--- src/rtl/sas_pkg.sv ---
package sas_pkg;

  typedef enum logic [3:0] {
    ST_IDLE,
    ST_RX,
    ST_ACKWAIT,
    ST_ACKDRV,
    ST_TX,
    ST_MACKWAIT,
    ST_MACKSAMP,
    ST_MACKEND,
    ST_SKIP
  } ctlState_t;

  typedef enum logic [1:0] {
    PH_ADDR,
    PH_CMD,
    PH_DATA
  } phase_t;

  // strobes from control to datapath
  typedef struct packed {
    logic clrCnt;
    logic loadTx;
    logic shiftTx;
  } dpCtl_t;

  // bus events from datapath to control
  typedef struct packed {
    logic sclRise;
    logic sclFall;
    logic start;
    logic stop;
    logic sdaLvl;
  } busEv_t;

endpackage

--- src/rtl/sas_datapath.sv ---
module sas_datapath
  import sas_pkg::*;
#(
  parameter int BYTE_W      = 8,
  parameter int SYNC_STAGES = 2,
  parameter int CNT_W       = $clog2(BYTE_W) + 1
) (
  input  logic              clk,
  input  logic              rstN,
  input  logic              sclIn,
  input  logic              sdaIn,
  input  dpCtl_t            ctl,
  input  logic [BYTE_W-1:0] txData,
  output busEv_t            ev,
  output logic [CNT_W-1:0]  bitCnt,
  output logic [BYTE_W-1:0] rxNext,
  output logic              txBit
);

  logic [SYNC_STAGES-1:0] sclSync, sdaSync;
  logic sclS, sdaS, sclPrev, sdaPrev;
  logic [BYTE_W-1:0] rxShift, txReg;

  generate
    if (SYNC_STAGES == 1) begin : gSync1
      always_ff @(posedge clk or negedge rstN) begin
        if (!rstN) begin
          sclSync <= '1;
          sdaSync <= '1;
        end else begin
          sclSync <= sclIn;
          sdaSync <= sdaIn;
        end
      end
    end else begin : gSyncN
      always_ff @(posedge clk or negedge rstN) begin
        if (!rstN) begin
          sclSync <= '1;
          sdaSync <= '1;
        end else begin
          sclSync <= {sclSync[SYNC_STAGES-2:0], sclIn};
          sdaSync <= {sdaSync[SYNC_STAGES-2:0], sdaIn};
        end
      end
    end
  endgenerate

  assign sclS = sclSync[SYNC_STAGES-1];
  assign sdaS = sdaSync[SYNC_STAGES-1];

  always_ff @(posedge clk or negedge rstN) begin
    if (!rstN) begin
      sclPrev <= 1'b1;
      sdaPrev <= 1'b1;
    end else begin
      sclPrev <= sclS;
      sdaPrev <= sdaS;
    end
  end

  always_comb begin
    ev.sclRise = sclS & ~sclPrev;
    ev.sclFall = ~sclS & sclPrev;
    ev.start   = sclS & sclPrev & sdaPrev & ~sdaS;
    ev.stop    = sclS & sclPrev & ~sdaPrev & sdaS;
    ev.sdaLvl  = sdaS;
  end

  assign rxNext = {rxShift[BYTE_W-2:0], sdaS};

  always_ff @(posedge clk or negedge rstN) begin
    if (!rstN) rxShift <= '0;
    else if (ev.sclRise) rxShift <= rxNext;
  end

  always_ff @(posedge clk or negedge rstN) begin
    if (!rstN) bitCnt <= '0;
    else if (ctl.clrCnt) bitCnt <= '0;
    else if (ev.sclRise) bitCnt <= bitCnt + 1'b1;
  end

  always_ff @(posedge clk or negedge rstN) begin
    if (!rstN) txReg <= '1;
    else if (ctl.loadTx) txReg <= txData;
    else if (ctl.shiftTx) txReg <= {txReg[BYTE_W-2:0], 1'b1};
  end

  assign txBit = txReg[BYTE_W-1];


  loadtx_on_fall_chk: assert property (@(posedge clk) disable iff (!rstN)
    ctl.loadTx |-> ev.sclFall);


  shift_on_fall_chk: assert property (@(posedge clk) disable iff (!rstN)
    ctl.shiftTx |-> ev.sclFall);

endmodule

--- src/rtl/sas_control.sv ---
module sas_control
  import sas_pkg::*;
#(
  parameter int BYTE_W = 8,
  parameter int SUB_W  = 4,
  parameter int CNT_W  = $clog2(BYTE_W) + 1,
  parameter logic [BYTE_W-3:0] ADDR_HI = 6'b011110
) (
  input  logic              clk,
  input  logic              rstN,
  input  busEv_t            ev,
  input  logic [CNT_W-1:0]  bitCnt,
  input  logic [BYTE_W-1:0] rxNext,
  input  logic              txBit,
  input  logic              strapLsb,
  input  logic [SUB_W-1:0]  hwSubaddr,
  input  logic [SUB_W-1:0]  selSubaddr,
  output dpCtl_t            ctl,
  output logic              sdaPullLow,
  output logic              rxValid,
  output logic [BYTE_W-1:0] rxByte,
  output logic              rxIsData,
  output logic              rdReq,
  output logic              xferDone
);

  localparam logic [CNT_W-1:0] LAST_BIT = CNT_W'(BYTE_W - 1);

  ctlState_t state, stateN;
  phase_t phase, phaseN;
  logic rwFlag, rwN, ackFlag, ackN;
  logic rxValidN, rxIsDataN, rdReqN, xferN;
  logic [BYTE_W-1:0] rxByteN;
  logic lastRise, subMatch;

  assign lastRise = ev.sclRise && (bitCnt == LAST_BIT);
  assign subMatch = (selSubaddr == hwSubaddr);

  always_comb begin
    stateN    = state;
    phaseN    = phase;
    rwN       = rwFlag;
    ackN      = ackFlag;
    ctl       = '0;
    rxValidN  = 1'b0;
    rxByteN   = rxByte;
    rxIsDataN = rxIsData;
    rdReqN    = 1'b0;
    xferN     = 1'b0;
    if (ev.stop) begin
      stateN = ST_IDLE;
      ackN   = 1'b0;
    end else if (ev.start) begin
      stateN     = ST_RX;
      phaseN     = PH_ADDR;
      rwN        = 1'b0;
      ackN       = 1'b0;
      ctl.clrCnt = 1'b1;
    end else begin
      case (state)
        ST_RX: begin
          if (lastRise) begin
            case (phase)
              PH_ADDR: begin
                if (rxNext[BYTE_W-1:1] == {ADDR_HI, strapLsb}) begin
                  ackN   = 1'b1;
                  rwN    = rxNext[0];
                  rdReqN = rxNext[0];
                  phaseN = rxNext[0] ? PH_DATA : PH_CMD;
                  stateN = ST_ACKWAIT;
                end else begin
                  stateN = ST_SKIP;
                end
              end
              PH_CMD: begin
                ackN      = 1'b1;
                rxValidN  = 1'b1;
                rxByteN   = rxNext;
                rxIsDataN = 1'b0;
                if (!rxNext[BYTE_W-1]) phaseN = PH_DATA;
                stateN = ST_ACKWAIT;
              end
              default: begin
                ackN      = subMatch;
                rxValidN  = subMatch;
                xferN     = subMatch;
                rxIsDataN = 1'b1;
                if (subMatch) rxByteN = rxNext;
                stateN = ST_ACKWAIT;
              end
            endcase
          end
        end
        ST_ACKWAIT: begin
          if (ev.sclFall) stateN = ST_ACKDRV;
        end
        ST_ACKDRV: begin
          if (ev.sclFall) begin
            ackN       = 1'b0;
            ctl.clrCnt = 1'b1;
            if (rwFlag) begin
              ctl.loadTx = 1'b1;
              stateN     = ST_TX;
            end else begin
              stateN = ST_RX;
            end
          end
        end
        ST_TX: begin
          if (lastRise) stateN = ST_MACKWAIT;
          else if (ev.sclFall) ctl.shiftTx = 1'b1;
        end
        ST_MACKWAIT: begin
          if (ev.sclFall) stateN = ST_MACKSAMP;
        end
        ST_MACKSAMP: begin
          if (ev.sclRise) begin
            xferN = 1'b1;
            if (!ev.sdaLvl) begin
              rdReqN = 1'b1;
              stateN = ST_MACKEND;
            end else begin
              stateN = ST_SKIP;
            end
          end
        end
        ST_MACKEND: begin
          if (ev.sclFall) begin
            ctl.loadTx = 1'b1;
            ctl.clrCnt = 1'b1;
            stateN     = ST_TX;
          end
        end
        default: ;
      endcase
    end
  end

  always_ff @(posedge clk or negedge rstN) begin
    if (!rstN) begin
      state    <= ST_IDLE;
      phase    <= PH_ADDR;
      rwFlag   <= 1'b0;
      ackFlag  <= 1'b0;
      rxValid  <= 1'b0;
      rxByte   <= '0;
      rxIsData <= 1'b0;
      rdReq    <= 1'b0;
      xferDone <= 1'b0;
    end else begin
      state    <= stateN;
      phase    <= phaseN;
      rwFlag   <= rwN;
      ackFlag  <= ackN;
      rxValid  <= rxValidN;
      rxByte   <= rxByteN;
      rxIsData <= rxIsDataN;
      rdReq    <= rdReqN;
      xferDone <= xferN;
    end
  end

  assign sdaPullLow = ((state == ST_ACKDRV) && ackFlag) ||
                      (((state == ST_TX) || (state == ST_MACKWAIT)) && !txBit);


  start_restart_chk: assert property (@(posedge clk) disable iff (!rstN)
    ev.start |=> (state == ST_RX) && (phase == PH_ADDR) && (bitCnt == '0));


  stop_release_chk: assert property (@(posedge clk) disable iff (!rstN)
    ev.stop |=> !sdaPullLow);


  data_gate_chk: assert property (@(posedge clk) disable iff (!rstN)
    (rxValid && rxIsData) |-> $past(subMatch));


  cmd_ack_chk: assert property (@(posedge clk) disable iff (!rstN)
    (rxValid && !rxIsData) |-> ackFlag);


  rdreq_edge_chk: assert property (@(posedge clk) disable iff (!rstN)
    rdReq |-> $past(ev.sclRise));

endmodule

--- src/rtl/shared_addr_i2c_slave.sv ---
module shared_addr_i2c_slave
  import sas_pkg::*;
#(
  parameter int BYTE_W      = 8,
  parameter int SUB_W       = 4,
  parameter int SYNC_STAGES = 2,
  parameter logic [BYTE_W-3:0] ADDR_HI = 6'b011110
) (
  input  logic              clk,
  input  logic              rstN,
  input  logic              sclIn,
  input  logic              sdaIn,
  output logic              sdaPullLow,
  input  logic              strapLsb,
  input  logic [SUB_W-1:0]  hwSubaddr,
  input  logic [SUB_W-1:0]  selSubaddr,
  output logic              rxValid,
  output logic [BYTE_W-1:0] rxByte,
  output logic              rxIsData,
  output logic              xferDone,
  output logic              rdReq,
  input  logic [BYTE_W-1:0] rdData
);

  localparam int CNT_W = $clog2(BYTE_W) + 1;

  dpCtl_t ctl;
  busEv_t ev;
  logic [CNT_W-1:0] bitCnt;
  logic [BYTE_W-1:0] rxNext;
  logic txBit;

  sas_datapath #(
    .BYTE_W(BYTE_W), .SYNC_STAGES(SYNC_STAGES), .CNT_W(CNT_W)
  ) uDp (
    .clk(clk), .rstN(rstN), .sclIn(sclIn), .sdaIn(sdaIn),
    .ctl(ctl), .txData(rdData), .ev(ev), .bitCnt(bitCnt),
    .rxNext(rxNext), .txBit(txBit)
  );

  sas_control #(
    .BYTE_W(BYTE_W), .SUB_W(SUB_W), .CNT_W(CNT_W), .ADDR_HI(ADDR_HI)
  ) uCtl (
    .clk(clk), .rstN(rstN), .ev(ev), .bitCnt(bitCnt), .rxNext(rxNext),
    .txBit(txBit), .strapLsb(strapLsb), .hwSubaddr(hwSubaddr),
    .selSubaddr(selSubaddr), .ctl(ctl), .sdaPullLow(sdaPullLow),
    .rxValid(rxValid), .rxByte(rxByte), .rxIsData(rxIsData),
    .rdReq(rdReq), .xferDone(xferDone)
  );

endmodule

--- config.mk ---
export PLATFORM = sky130hd
export DESIGN_NAME = shared_addr_i2c_slave
export DESIGN_NICKNAME = d
export VERILOG_FILES = /design/src/rtl/sas_pkg.sv /design/src/rtl/sas_datapath.sv /design/src/rtl/sas_control.sv /design/src/rtl/shared_addr_i2c_slave.sv
export SDC_FILE = /design/constraint.sdc
export NUM_CORES = 1
export LEC_CHECK = 0
export BUFFER_PORTS_ARGS = -buffer_cell sky130_fd_sc_hd__buf_2
export CAP_MARGIN = 40
export CORE_MARGIN = 4
export CORE_UTILIZATION = 56
export DETAILED_ROUTE_END_ITERATION = 6
export PLACE_DENSITY = 0.87
export SYNTH_ARGS = -nofsm -noshare
export SYNTH_HDL_FRONTEND = slang
export SYNTH_SLANG_ARGS = --single-unit
--- constraint.sdc ---
create_clock -name clk -period 2.9 [get_ports clk]
set_clock_uncertainty 0.2 [all_clocks]
set_input_delay 0 -clock clk [delete_from_list [all_inputs] [get_ports clk]]
set_output_delay 0 -clock clk [all_outputs]
set_load 0.05 [all_outputs]
======== After elaboration in Yosys (flattened, before gate mapping) ========
Index checks and enable logic that the tools add are counted.
operators by class
  add/sub/neg operators ................... 1
  eq/ne operators ......................... 21
  muxes and demuxes ....................... 69
  bitwise logic cells ..................... 14
  reduce and logical (&&, ||, !) cells .... 24
operators by type and width
  kind                   number
  $mux W4                14
  $mux W1                31
  $pmux W4 S7            1
  $mux W8                3
  $eq A4 B3 Y1 const B   5
  $mux W2                9
  $ne A4 B4 Y1 const B   4
  $pmux W8 S2            1
  $reduce_bool A2 Y1     7
  $ne A4 B3 Y1 const B   3
  $pmux W1 S2            6
  $reduce_and A6 Y1      2
  $reduce_and A5 Y1      2
  $reduce_bool A9 Y1     1
  $eq A4 B2 Y1 const B   2
  $pmux W2 S2            2
  $reduce_and A8 Y1      1
  $and A1 B1 Y1          7
  $eq A7 B6 Y1           1
  $not A1 Y1             7
  $mux W3                2
  $ne A5 B4 Y1 const B   1
  $add A4 B1 Y4 const B  1
  $eq A4 B1 Y1 const B   1
  other kinds (12)       15
storage, ports and cells
  bits in registers ....................... 45
  output and inout port bits .............. 13
  word-level logic and storage cells ...... 145

======== Longest topological paths before layout ========
  word-level depth ........................ 9
  mapped depth ............................ 7
  gate-level depth less buffers ........... 5

======== By module ========
From an unflattened synthesis, not the netlist that was laid out.
second synthesis, totals
  cells, all modules ...................... 206
  area, all modules ....................... 2,268.4 µm²
modules (own cells, without submodules)
  module        instances  cells each  area an instance (µm²)  seq. area each (µm²)
  sas_control   1          128         1,239.9                 500.5
  sas_datapath  1          78          1,028.5                 643.1

======== Worst setup path before layout ========
OpenSTA, ideal clock, no wires.
  kind .................................... register -> register
  from .................................... register uDp.sclSync[1]
  to ...................................... register uCtl.state[0]
  arrival ................................. 1.730 ns
  path slack .............................. 0.849 ns
  cell stages (with the launch flop) ...... 7
  clock period less this slack ............ 2.051 ns
  cell sequence ........................... dfstp_2 -> nand2b_4 -> buf_6 -> a211o_1 -> a311oi_4 -> mux2i_1 -> o22a_1
between the ends
  cells in the longest elaborated chain, start to end .. 5
RTL lines
  item                                                                  line                                    source
  start, declared                                                       sas_datapath.sv:20                      logic [SYNC_STAGES-1:0] sclSync, sdaSync;
  start signal, assigned                                                sas_datapath.sv:41                      sclSync <= {sclSync[SYNC_STAGES-2:0], sclIn};
  $and A1 B1 Y1                                                         sas_datapath.sv:64, sas_datapath.sv:65
  $and A1 B1 Y1, on equally long branches (2 in a row)                  sas_datapath.sv:65, sas_datapath.sv:64
  $reduce_bool A9 Y1 (no source line) (tied with other cells)           -
  $reduce_and A8 Y1 (no source line) / $mux W4 (equally long branches)  -
  end signal, assigned                                                  sas_control.sv:151                      state <= stateN;
  end, declared                                                         sas_control.sv:29                       ctlState_t state, stateN;
Parallel ways exist; a longest one is shown, timed or not.
A chain may end at the register's enable or synchronous reset.

======== Worst setup path in the final report ========
  from .................................... register uDp.sclSync[1]
  to ...................................... register uCtl.rxByte[1]
between the ends
  cells in the longest elaborated chain, start to end .. 5
RTL lines
  item                                                  line                                    source
  $and A1 B1 Y1                                         sas_datapath.sv:64, sas_datapath.sv:65
  $and A1 B1 Y1, on equally long branches (2 in a row)  sas_datapath.sv:64, sas_datapath.sv:65
  $not A1 Y1 (no source line)                           -
  $reduce_and A6 Y1 (no source line) *                  -
  end signal, assigned                                  sas_control.sv:156                      rxByte <= rxByteN;
  end, declared                                         sas_control.sv:21                       output logic [BYTE_W-1:0] rxByte,
Every way passes the cells marked *; elsewhere a longest branch is shown, timed or not.

==> impl_metrics.env <==
export IMPL_core_um2=3720
export IMPL_drv_slew=0
export IMPL_status="finished, final reports clean"
export IMPL_syn_inst=210
export IMPL_numPortBuffers=33
export IMPL_die_y_um=70.3
export IMPL_synth_compound_area_frac=0.131
export IMPL_gr_usage_all_layers=0.203
export IMPL_htreeDepth=2
export IMPL_critPathCaptureType="register"
export IMPL_dieArea_um2=4950
export IMPL_p_int_mw=0.947
export IMPL_wl_per_cell_um=15.2
export IMPL_clk_latency_ps=290
export IMPL_final_period_utilization=0.772
export IMPL_postRouteWirelength_um=4670
export IMPL_initial_core_util=0.586
export IMPL_ys_seq_elements=45
export IMPL_hold_class="input port to async pin"
export IMPL_critPathMaxFanout=9
export IMPL_clock_path_buffers=2
export IMPL_place_gp_congestion=0.791
export IMPL_syn_avg_cell_area_um2=10.4
export IMPL_required_ps=2880
export IMPL_max_freq_ghz=0.446
export IMPL_ir_drop_uv=446
export IMPL_r2r_start="uDp.sclSync[1]$_DFF_PN1_"
export IMPL_cts_tree="done"
export IMPL_drt_iter0_drc=65
export IMPL_holdWs_ps=36.5
export IMPL_ios=34
export IMPL_path_class="register to register"
export IMPL_synthArstFlopShare=1.00
export IMPL_arrival_ps=2220
export IMPL_cts_root_buf="clkbuf_8"
export IMPL_clock_sinks=45
export IMPL_reg2reg_depth=5
export IMPL_grt_max_degree=25
export IMPL_drt_vias_per_instance=5.50
export IMPL_fin_nets=280
export IMPL_reg2reg_slack_ps=660
export IMPL_grt_pass1_vias=1726
export IMPL_min_period_ps=2240
export IMPL_drtAntennaViolNets=0
export IMPL_r2r_end="uCtl.rxByte[1]$_DFFE_PN0P_"
export IMPL_p_leak_nw=1.22
export IMPL_crit_path_start_kind="register"
export IMPL_synth_common_cells="nand2_1 (41), dfrtp_1 (31), o21ai_0 (17), dfstp_2 (14), nor2_1 (14)"
export IMPL_synth_simple_area_share=0.179
export IMPL_ff_latch_area_um2=1140
export IMPL_drv_cap=0
export IMPL_maxSlewHeadroom=0.647
export IMPL_netlist_area_um2=2180
export IMPL_power_density_nw_per_um2=504
export IMPL_yosys_area_top_type="dfrtp_1"
export IMPL_cts_resized=0
export IMPL_firstDrtPassIters=4
export IMPL_num_fill_cells=262
export IMPL_synth_xor_area_frac=0.0403
export IMPL_synth_main_ff_cell="dfrtp_1"
export IMPL_num_vias=1688
export IMPL_multiInputGateArea_um2=965
export IMPL_crit_start="uDp.sclSync[1]$_DFF_PN1_"
export IMPL_seq_power_share=0.578
export IMPL_cts_buffers=5
export IMPL_clk_pin_slew_ps=90
export IMPL_layout_drive_gt1_share=0.286
export IMPL_setup_viol=0
export IMPL_synth_edff_count=0
export IMPL_setup_worst_path_end="uCtl.rxByte[1]$_DFFE_PN0P_"
export IMPL_yosysMostFrequentCell="nand2_1"
export IMPL_yosysWarningCount=0
export IMPL_yosysSeqAreaShare=0.526
export IMPL_synthAdderAreaFrac=0.00575
export IMPL_ys_top_cells_by_area="dfrtp_1 (36%), dfstp_2 (17%), nand2_1 (7.1%)"
export IMPL_hold_violations=0
export IMPL_synth_top_family_by_area="simple AND/OR/NAND/NOR gates"
export IMPL_p_comb_frac=0.140
export IMPL_p_switching_mw=0.375
export IMPL_drc=0
export IMPL_num_antenna_cells=0
export IMPL_rsz0062_at_grt="no"
export IMPL_area_growth_pct=20.6
export IMPL_tightestPinTransition_ps=529
export IMPL_syn_nets=232
export IMPL_dp_hpwl_um=3310
export IMPL_grt_ovfl_total=0
export IMPL_die_x_um=70.3
export IMPL_placementRows=22
export IMPL_antenna_found_initial=0
export IMPL_synth_cell_types=44
export IMPL_switching_share=0.284
export IMPL_p_clk_frac=0.282
export IMPL_synthMuxAreaShare=0.0874
export IMPL_grt_pass1_wl_um=7870
export IMPL_setup_tns_final_ps=0
export IMPL_yosysTopAreaCellShare=0.357
state kept, by name, indices dropped and copies added, names as in the netlist, 2 cells and up:
name,count
uDp.txReg,8
uCtl.state,4
uDp.sclSync,2
uCtl.phase,2
uDp.bitCnt,4
uDp.rxShift,7
uDp.sdaSync,2
uCtl.rxByte,8
power by group through the flow:
stage | combinational (mW) | sequential, mW | clock, mW
global route | 0.208 | 0.774 | 0.411
floorplan | 0.140 | 0.735 | 0
CTS | 0.187 | 0.765 | 0.377
detailed placement | 0.167 | 0.775 | 0
global placement | 0.154 | 0.772 | 0
finish | 0.185 | 0.764 | 0.373
cell families after synthesis:
family / after synthesis
buffers and inverters: 15
multiplexers: 18
AND/OR/NAND/NOR: 79
AO/OA/AOI/OAI: 42
XOR/XNOR: 10
flip-flops: 45
adder cells (fa/ha/maj): 1
area by class of cell:
type                            instances  share of cell area
Multi-Input combinational cell        150               0.367
Clock buffer                            5              0.0262
Clock inverter                          3             0.00667
Sequential cell                        45               0.436
Timing Repair Buffer                   50               0.133
Tap cell                               48              0.0229
Inverter                                6             0.00858
timing repair:
item / 4_1_cts / 5_1_grt
hold endpoints to repair: 51 / 0
setup buffers: 0 / 0
hold buffers: 14 / 0
setup endpoints to repair: 0 / 0
cells in the final DEF (no fill, tap or decap), drive strengths merged, types with 5 or more instances in the layout:
cell type,netlist,final
a21oi,8,8
buf,4,36
clkbuf,5,5
dfrtp,31,31
dfstp,14,14
dlygate4sd3,0,14
inv,6,6
mux2,8,8
mux2i,10,10
nand2,42,42
nand2b,6,6
nor2,14,14
nor2b,5,5
o21ai,19,19
xnor2,7,7
metrics by stage:
step / std cells / cell area [µm²] / power (mW) / util / worst slack (ps)
3_5_place_dp: 285 / 2400 / 0.941 / 0.645 / 658
4_1_cts: 307 / 2630 / 1.33 / 0.706 / 647
5_1_grt: 307 / 2630 / 1.39 / 0.706 / 536
3_3_place_gp: 284 / 2370 / 0.925 / 0.638 / 767
2_1_floorplan: 210 / 2180 / 0.875 / - / 849
6_report: 307 / 2630 / 1.32 / 0.706 / 660
routing by layer:
layer,GRT usage,vias to the layer above,part of all wire
met5,0,-,0
met4,0.0681,0,0.017
met3,0.0504,8,0.051
met2,0.354,59,0.53
met1,0.242,795,0.41
li1,-,826,-
how the worst min path moves through the flow:
stage | depth (start not counted) | from | slack, ps | end
global route | 2 | rstN | 70 | uCtl.rxByte[2]$_DFFE_PN0P_
detailed placement | 1 | rstN | -200 | uCtl.rxByte[3]$_DFFE_PN0P_
global placement | 1 | sdaIn | -90 | uDp.sdaSync[0]$_DFF_PN1_
floorplan | 0 | rstN | -500 | uCtl.ackFlag$_DFFE_PN0P_
finish | 2 | rstN | 40 | uCtl.rxByte[3]$_DFFE_PN0P_
CTS | 2 | rstN | 20 | uCtl.rxByte[3]$_DFFE_PN0P_
critical path, stage by stage (launching register included):
cell and delay (ps):
dfstp_2 590, nor2b_1 310, nand4_1 240, nor3_2 270, nand2_2 190, mux2_2 330
(Power assumes the default switching activity.)
